==> src/rtl/brk_seq_pkg.sv <==
package brk_seq_pkg;
  localparam int NUM_SW    = 3;
  localparam int IDX_MAIN  = 0;
  localparam int IDX_RESID = 1;
  localparam int IDX_INJ   = 2;

  // Effective limit: a programmed zero behaves as one cycle.
  function automatic logic [31:0] eff_limit(input logic [31:0] lim);
    return (lim == 32'd0) ? 32'd1 : lim;
  endfunction

  // True when the count about to be reached meets the limit.
  function automatic logic limit_hit(input logic [31:0] cnt, input logic [31:0] lim);
    return (cnt + 32'd1) >= eff_limit(lim);
  endfunction
endpackage

==> src/rtl/brk_relay_delay.sv <==
module brk_relay_delay #(
  parameter int CNT_W = 16
) (
  input  logic             clk,
  input  logic             rst,
  input  logic             fault_i,
  input  logic             blocked_i,
  input  logic [CNT_W-1:0] dly_i,
  output logic             pending_o,
  output logic             trip_set_o
);
  logic [CNT_W-1:0] cnt_q;
  logic             pend_q;
  logic             hit;

  assign hit        = brk_seq_pkg::limit_hit(32'(cnt_q), 32'(dly_i));
  assign trip_set_o = pend_q & hit;
  assign pending_o  = pend_q;

  always_ff @(posedge clk) begin
    if (rst) begin
      pend_q <= 1'b0;
      cnt_q  <= '0;
    end else if (pend_q) begin
      if (hit) pend_q <= 1'b0;
      else     cnt_q  <= cnt_q + 1'b1;
    end else if (fault_i && !blocked_i) begin
      pend_q <= 1'b1;
      cnt_q  <= '0;
    end
  end


  no_relay_after_trip_chk: assert property (@(posedge clk) disable iff (rst)
    pend_q |-> !blocked_i);
endmodule

==> src/rtl/brk_trip_latch.sv <==
module brk_trip_latch (
  input  logic clk,
  input  logic rst,
  input  logic set_i,
  input  logic mode_full_i,
  output logic latched_o,
  output logic mode_full_o
);
  always_ff @(posedge clk) begin
    if (rst) begin
      latched_o   <= 1'b0;
      mode_full_o <= 1'b0;
    end else if (set_i && !latched_o) begin
      latched_o   <= 1'b1;
      mode_full_o <= mode_full_i;
    end
  end


  latch_sticky_chk: assert property (@(posedge clk) disable iff (rst)
    latched_o |=> latched_o);

  mode_frozen_chk: assert property (@(posedge clk) disable iff (rst)
    latched_o |=> $stable(mode_full_o));
endmodule

==> src/rtl/brk_switch_timer.sv <==
module brk_switch_timer #(
  parameter int CNT_W = 16
) (
  input  logic             clk,
  input  logic             rst,
  input  logic             run_i,
  input  logic [CNT_W-1:0] dly_i,
  output logic             expired_o
);
  logic [CNT_W-1:0] cnt_q;
  logic             hit;

  assign hit = brk_seq_pkg::limit_hit(32'(cnt_q), 32'(dly_i));

  always_ff @(posedge clk) begin
    if (rst) begin
      cnt_q     <= '0;
      expired_o <= 1'b0;
    end else if (run_i && !expired_o) begin
      if (hit) expired_o <= 1'b1;
      else     cnt_q     <= cnt_q + 1'b1;
    end
  end


  expire_needs_run_chk: assert property (@(posedge clk) disable iff (rst)
    expired_o |-> run_i);
endmodule

==> src/rtl/brk_trip_seq.sv <==
module brk_trip_seq #(
  parameter int CNT_W = 16
) (
  input  logic             clk,
  input  logic             rst,
  input  logic             fault_i,
  input  logic             mode_full_i,
  input  logic [CNT_W-1:0] relay_dly_i,
  input  logic [CNT_W-1:0] main_dly_i,
  input  logic [CNT_W-1:0] resid_dly_i,
  input  logic [CNT_W-1:0] inj_dly_i,
  output logic             main_open_o,
  output logic             resid_open_o,
  output logic             inj_close_o,
  output logic             busy_o,
  output logic             done_o
);
  import brk_seq_pkg::*;

  logic                 relay_pending;
  logic                 trip_set;
  logic                 trip_latched;
  logic                 mode_full_q;
  logic [NUM_SW-1:0]    sw_run;
  logic [NUM_SW-1:0]    sw_expired;
  logic [NUM_SW-1:0]    sw_needed;
  logic [CNT_W-1:0]     sw_dly [NUM_SW];

  assign sw_dly[IDX_MAIN]  = main_dly_i;
  assign sw_dly[IDX_RESID] = resid_dly_i;
  assign sw_dly[IDX_INJ]   = inj_dly_i;

  brk_relay_delay #(.CNT_W(CNT_W)) relay_i (
    .clk        (clk),
    .rst        (rst),
    .fault_i    (fault_i),
    .blocked_i  (trip_latched),
    .dly_i      (relay_dly_i),
    .pending_o  (relay_pending),
    .trip_set_o (trip_set)
  );

  brk_trip_latch latch_i (
    .clk         (clk),
    .rst         (rst),
    .set_i       (trip_set),
    .mode_full_i (mode_full_i),
    .latched_o   (trip_latched),
    .mode_full_o (mode_full_q)
  );

  for (genvar g = 0; g < NUM_SW; g++) begin : g_sw
    if (g == IDX_INJ) begin : g_gated
      assign sw_needed[g] = mode_full_q;
    end else begin : g_plain
      assign sw_needed[g] = 1'b1;
    end
    assign sw_run[g] = trip_latched & sw_needed[g];

    brk_switch_timer #(.CNT_W(CNT_W)) timer_i (
      .clk       (clk),
      .rst       (rst),
      .run_i     (sw_run[g]),
      .dly_i     (sw_dly[g]),
      .expired_o (sw_expired[g])
    );
  end

  assign main_open_o  = sw_expired[IDX_MAIN];
  assign resid_open_o = sw_expired[IDX_RESID];
  assign inj_close_o  = sw_expired[IDX_INJ];
  assign done_o       = trip_latched & (&(sw_expired | ~sw_needed));
  assign busy_o       = relay_pending | (trip_latched & ~done_o);


  no_inj_reduced_chk: assert property (@(posedge clk) disable iff (rst)
    inj_close_o |-> mode_full_q);

  done_opens_chk: assert property (@(posedge clk) disable iff (rst)
    done_o |-> (main_open_o && resid_open_o));

  done_sticky_chk: assert property (@(posedge clk) disable iff (rst)
    done_o |=> done_o);

  busy_done_excl_chk: assert property (@(posedge clk) disable iff (rst)
    !(busy_o && done_o));

  latch_after_relay_chk: assert property (@(posedge clk) disable iff (rst)
    $rose(trip_latched) |-> $past(relay_pending));
endmodule

==> config.mk <==
export PLATFORM = sky130hd
export DESIGN_NAME = brk_trip_seq
export DESIGN_NICKNAME = d
export VERILOG_FILES = /design/src/rtl/brk_seq_pkg.sv /design/src/rtl/brk_relay_delay.sv /design/src/rtl/brk_trip_latch.sv /design/src/rtl/brk_switch_timer.sv /design/src/rtl/brk_trip_seq.sv
export SDC_FILE = /design/constraint.sdc
export NUM_CORES = 1
export LEC_CHECK = 0
export BUFFER_PORTS_ARGS = -buffer_cell sky130_fd_sc_hd__buf_2
export CAP_MARGIN = 20
export CORE_MARGIN = 8
export CORE_UTILIZATION = 55
export CTS_BUF_LIST = sky130_fd_sc_hd__clkbuf_8
export DETAILED_ROUTE_END_ITERATION = 12
export PLACE_DENSITY_LB_ADDON = 0.05
export REMOVE_ABC_BUFFERS = 1
export SYNTH_ARGS = -nofsm -noshare
export SYNTH_HDL_FRONTEND = slang
export SYNTH_HIERARCHICAL = 1
export SYNTH_SLANG_ARGS = --single-unit
export TNS_END_PERCENT = 100
==> constraint.sdc <==
create_clock -name clk -period 3.7 [get_ports clk]
set_clock_uncertainty 0.2 [all_clocks]
set_input_delay 0.37 -clock clk [delete_from_list [all_inputs] [get_ports clk]]
set_output_delay 0.37 -clock clk [all_outputs]
set_load 0.02 [all_outputs]
# Word-level counts from Yosys, hierarchy flattened
# Index checks and enable logic that the tools add are counted.
[word_totals]
elab_cells = 66
input_bits = 68
ff_bits = 70
output_inout_bits = 5
[classes]
addsub = 8
reduce_logical = 22
order_cmp = 4
n_eq_ne = 1
n_bitwise = 11
muxes = 10
[op_table]
columns = ["cell", "count"]
rows = [
  ["$ge A32 B32 Y1", 4],
  ["$mux W16", 7],
  ["$add A16 B1 Y17 const B", 4],
  ["$add A16 B1 Y16 const B", 4],
  ["$logic_not A16 Y1", 4],
  ["$reduce_and A2 Y1", 7],
  ["$logic_and A1 B1 Y1", 5],
  ["$and A1 B1 Y1", 4],
  ["$logic_not A1 Y1", 4],
  ["$not A1 Y1", 4],
  ["$mux W1", 3],
  ["$not A3 Y3", 1],
  ["$or A3 B3 Y3", 1],
  ["$reduce_and A3 Y1", 1],
  ["$ne A2 B2 Y1 const B", 1],
  ["$reduce_bool A2 Y1", 1],
  ["$or A1 B1 Y1", 1],
]

# Longest topological paths before layout
[depth]
word_depth = 7
mapped_depth = 15
mapped_depth_nobuf = 14

# Modules after synthesis
# The synthesis kept the hierarchy.
[by_module_without_submodules]
columns = ["mod", "cells_per_inst", "area_per_inst_um2", "instances", "seq_area_each_um2"]
rows = [
  ["brk_switch_timer", 180, 1432.6, 3, 340.3],
  ["brk_relay_delay", 182, 1482.7, 1, 340.3],
  ["brk_trip_latch", 8, 76.3, 1, 40.0],
  ["brk_trip_seq", 6, 35.0, 1, 0.0],
]

# Least setup slack after synthesis
# Ideal clock, no wire load.
[synth_timing]
kind = "reg2reg"
from = "register relay_i.cnt_q[0]"
to = "register relay_i.cnt_q[14]"
n_path_buf = 2
setup_time_ps = 69
arrival_time_ps = 3223
period_less_slack_ps = 3493
stages_incl_launch_ff = 16
t_required_ps = 3431
slack_ps = 207
path_cell_list = "dfxtp_1 -> ha_1 -> nand4_1 -> nor3_1 -> nand3_1 -> or2_1 -> nand2_1 -> ha_1 -> nand4_1 -> or4_1 -> or4_4 -> nand4_2 -> buf_6 -> buf_12 -> nand3_2 -> a21oi_2"
[synth_between]
elab_chain_cells = 4
word_cells_on_any_way = 7
classes_between = "add/sub: 2; order compare: 1; eq/ne: 1; mux: 2; reduce/logical: 1"
[synth_lines]
columns = ["element", "line", "rtl"]
rows = [
  ["start: declaration", "brk_relay_delay.sv:12", "logic [CNT_W-1:0] cnt_q;"],
  ["start signal: assignment", "brk_relay_delay.sv:26", "else cnt_q <= cnt_q + 1'b1;"],
  ["$add A16 B1 Y17", "brk_seq_pkg.sv:14", "return (cnt + 32'd1) >= eff_limit(lim);"],
  ["$ge A32 B32 Y1", "brk_seq_pkg.sv:14", ""],
  ["$ne A2 B2 Y1 (no source line)", "n/a", ""],
  ["$reduce_and A2 Y1 (no source line)", "n/a", ""],
]
# Parallel ways exist; a longest one is shown, timed or not. The select of a mux whose other input is x is not followed.
# A chain may end at the register's enable or synchronous reset.

# Worst setup path after layout
[layout_timing]
from = "register g_sw[0].timer_i.cnt_q[4]"
to = "register g_sw[0].timer_i.cnt_q[3]"
[layout_between]
elab_chain_cells = 4
[layout_lines]
columns = ["element", "line", "rtl"]
rows = [
  ["start: declaration", "brk_switch_timer.sv:10", "logic [CNT_W-1:0] cnt_q;"],
  ["start signal: assignment", "brk_switch_timer.sv:21", "else cnt_q <= cnt_q + 1'b1;"],
  ["$add A16 B1 Y17", "brk_seq_pkg.sv:14", ""],
  ["$ge A32 B32 Y1", "brk_seq_pkg.sv:14", ""],
  ["$not A1 Y1 (no source line)", "n/a", ""],
  ["$reduce_and A2 Y1 (no source line)", "n/a", ""],
]
# No other way between the ends.

==> run_results.csv <==
group,metric,value,unit
sta,period_needed,3.588,ns
critical_path,crit_fanout,6,
floorplanning,start_util,56.82,%
grt,grt_pass1_wl,24080,um
grt,antenna_found_initial,0,
grt,grt-busiest-layer,"met2",
finish,seqCellArea,1421,um^2
drt,drtIter0Drc,305,
logic_synthesis,syn_area,5892,um^2
grt,gr-total-overflow,0,
pwr,p_leak,3.022,nW
clock_network,numCtsBuffers,9,
finish,fin_nets,987,
logic_synthesis,yosys_warnings,6,
placement,dpl-instance-area,6598,um^2
hold_path,hp-class,"in2reg",
clock_network,cts_tree,"done",
grt,grt_util_met2,33.15,%
sta,maxSlewViolCount,0,
sta,hold_violations,0,
critical_path,critical_path_required,3.78,ns
finish,stdcell_area,6997,um^2
logic_synthesis,syn_area_per_cell,8.005,um^2
logic_synthesis,syn_inst,736,
grt,grt_max_degree,40,
floorplanning,ioPinCount,73,
logic_synthesis,synth_flop_cell,"dfxtp_1",
clock_network,cts.sinks,70,
finish,multi_input_comb_area,4168,um^2
drt,vias,5596,
critical_path,critPathArrivalTime,3.67,ns
logic_synthesis,yosys.area.top_type,"dfxtp_1",
sta,worstMarginPinSlew,0.8305,ns
sta,relSlewSlack,44.63,%
critical_path,setup.worst_path.start_class,"register",
logic_synthesis,yosysSeqAreaShare,23.78,%
logic_synthesis,synth_edf_count,0,
drt,via_per_inst,5.653,
sta,timing.final.crit_share,96.98,%
finish,syn_to_final_growth,18.75,%
critical_path,reg2reg_setup_slack,0.11,ns
pwr,vdd_drop_max,0.2065,mV
logic_synthesis,synthTopCellsByArea,"dfxtp_1, ha_1, xnor2_1",
logic_synthesis,async_reset_ff_share,0,%
finish,layout-drive-gt1-share,24.36,%
run_status,status,"finished clean",
clock_network,clock_path_buffers,2,
floorplanning,die-area,14280,um^2
logic_synthesis,ys_ff_latch,70,
floorplanning,dieWidth,119.5,um
job,cap_violations,0,
logic_synthesis,yosys.area.top_type_share,23.78,%
placement,io_buffers,72,
critical_path,worstSetupPathType,"reg2reg",
grt,grt_usage,19.97,%
finish,n_antenna_cell,0,
drt,drt-total-wl,14310,um
pwr,power.density,212.1,nW/um^2
finish,nFillCells,915,
drt,drc,0,
placement,globalplace.congestion,0.8575,
floorplanning,rows,37,
logic_synthesis,ys_types,57,
logic_synthesis,synth_most_common_cell,"inv_1",
grt,first_global_vias,5401,
pwr,p_total,0.001484,W
placement,dpl.hpwl,11040,um
sta,clock.fmax,0.2787,GHz
clock_network,root_buffer,"clkbuf_8",
clock_network,h-tree-depth,3,
drt,antenna_left,0,
grt,grtUsageMet3,4.548,%
drt,post_drt_wl_per_cell,14.45,um
clock_network,clkTransAtPathRegs,0.07,ns
floorplanning,fp.dieH,119.5,um
floorplanning,fp.coreArea,10370,um^2
critical_path,cp-end-kind,"register",
logic_synthesis,ys_top_cells_by_count,"inv_1, dfxtp_1, ha_1, a21oi_1, nor2_1",
clock_network,clk_latency,0.35,ns
grt,grtUsageMet1,25.73,%
drt,first_pass_iters,5,
sta,setup_viol,0,
## through the flow
stage                     worst slack (ns)  setup TNS (ns)  utilization [%]  hold WS (ns)  std cells
final                               0.1118               0            67.47        0.1324        990
after floorplan                    -0.1020         -0.1020                -        0.2324        711
after CTS                         0.001100               0            65.54        0.1116        981
after global routing              -0.03612         -0.1468            67.47        0.1211        990
after detailed placement         -0.009086       -0.009086            63.62        0.2713        965
after global placement              0.1063               0            63.62        0.2580        965
## sequential cells by signal (all words and copies together) (netlist names)
| register | cells |
|---|---|
| g_sw.timer_i/expired_o | 3 |
| g_sw.timer_i/cnt_q | 48 |
| relay_i/pending_o | 1 |
| latch_i/latched_o | 1 |
| latch_i/mode_full_o | 1 |
| relay_i/cnt_q | 16 |
## cells by family after synthesis
logic type / Yosys count / share of synthesized area [%]
AND/OR/NAND/NOR: 276 / 27.31
buffers and inverters: 101 / 7.730
flip-flops: 70 / 23.78
adder cells (fa/ha/maj): 68 / 14.44
AO/OA/AOI/OAI: 154 / 16.59
XOR/XNOR: 61 / 9.068
multiplexers: 6 / 1.083
## where the power goes
group / total [W] / internal (W) / switching [W] / leakage [nW]
Clock: 0.000567 / 0.000288 / 0.000279 / 0.0955
Combinational: 0.000158 / 0.0000669 / 0.0000915 / 2.35
Sequential: 0.000758 / 0.000755 / 0.00000350 / 0.571
Total: 0.00148 / 0.00111 / 0.000374 / 3.02
## worst paths after layout
| check | from | to | cells past startpoint |
|---|---|---|---|
| worst max-delay path | g_sw[0].timer_i/cnt_q[4] | g_sw[0].timer_i/cnt_q[3] | 13 |
| worst min-delay path | mode_full_i | latch_i/mode_full_o | 3 |
| worst max register to register | g_sw[0].timer_i/cnt_q[4] | g_sw[0].timer_i/cnt_q[3] | 13 |
| worst min register to register | latch_i/mode_full_o | latch_i/mode_full_o | 2 |
## placed cells by master, fill, tap and decap left out, types with 18 or more instances in the layout
cell type	count
buf_2	72
inv_1	77
nor2_1	38
xnor2_1	38
ha_1	68
nor3_1	18
dfxtp_1	56
o21ai_0	31
nand4_1	22
a21oi_1	61
buf_4	51
or3_1	35
nand2_1	37
nand2b_1	18
nand3_1	26
xor2_1	23
## final cells by class
class | count | share of cell area [%]
Tap cell | 136 | 2.432
Clock inverter | 2 | 0.1252
Multi-Input combinational cell | 568 | 59.57
Inverter | 76 | 4.077
Timing Repair Buffer | 126 | 11.12
Clock buffer | 12 | 2.361
Sequential cell | 70 | 20.31
## routing by layer
metal / up-vias / share of wire (%) / wire, um
li1: 2880 / - / -
met1: 2606 / 48 / 6837
met2: 99 / 47 / 6746
met3: 11 / 4.1 / 593
met4: 0 / 0.89 / 127
met5: - / 0 / 0
## timing repair
| item | CTS | global route |
|---|---|---|
| endpoints found under the setup margin | 5 | 55 |
| pin swaps | 1 | 11 |
| hold buffers | 0 | 0 |
| hold endpoints to repair | 0 | 0 |
| cloned | 2 | 1 |
| gates resized for setup | 0 | 38 |
| setup buffers | 0 | 8 |
## worst max-delay path, cell delays in order, from the launching register on
cell     delay [ns]
dfxtp_1        0.36
and3_4         0.20
or4b_4         0.54
nor2_4         0.10
nand2_1        0.09
xnor2_1        0.15
ha_1           0.31
nand4_1        0.14
inv_1          0.07
a22oi_2        0.43
nand4_4        0.24
buf_6          0.20
or3_1          0.33
a21oi_2        0.15
No activity file was read; power rests on OpenSTA's default activity.
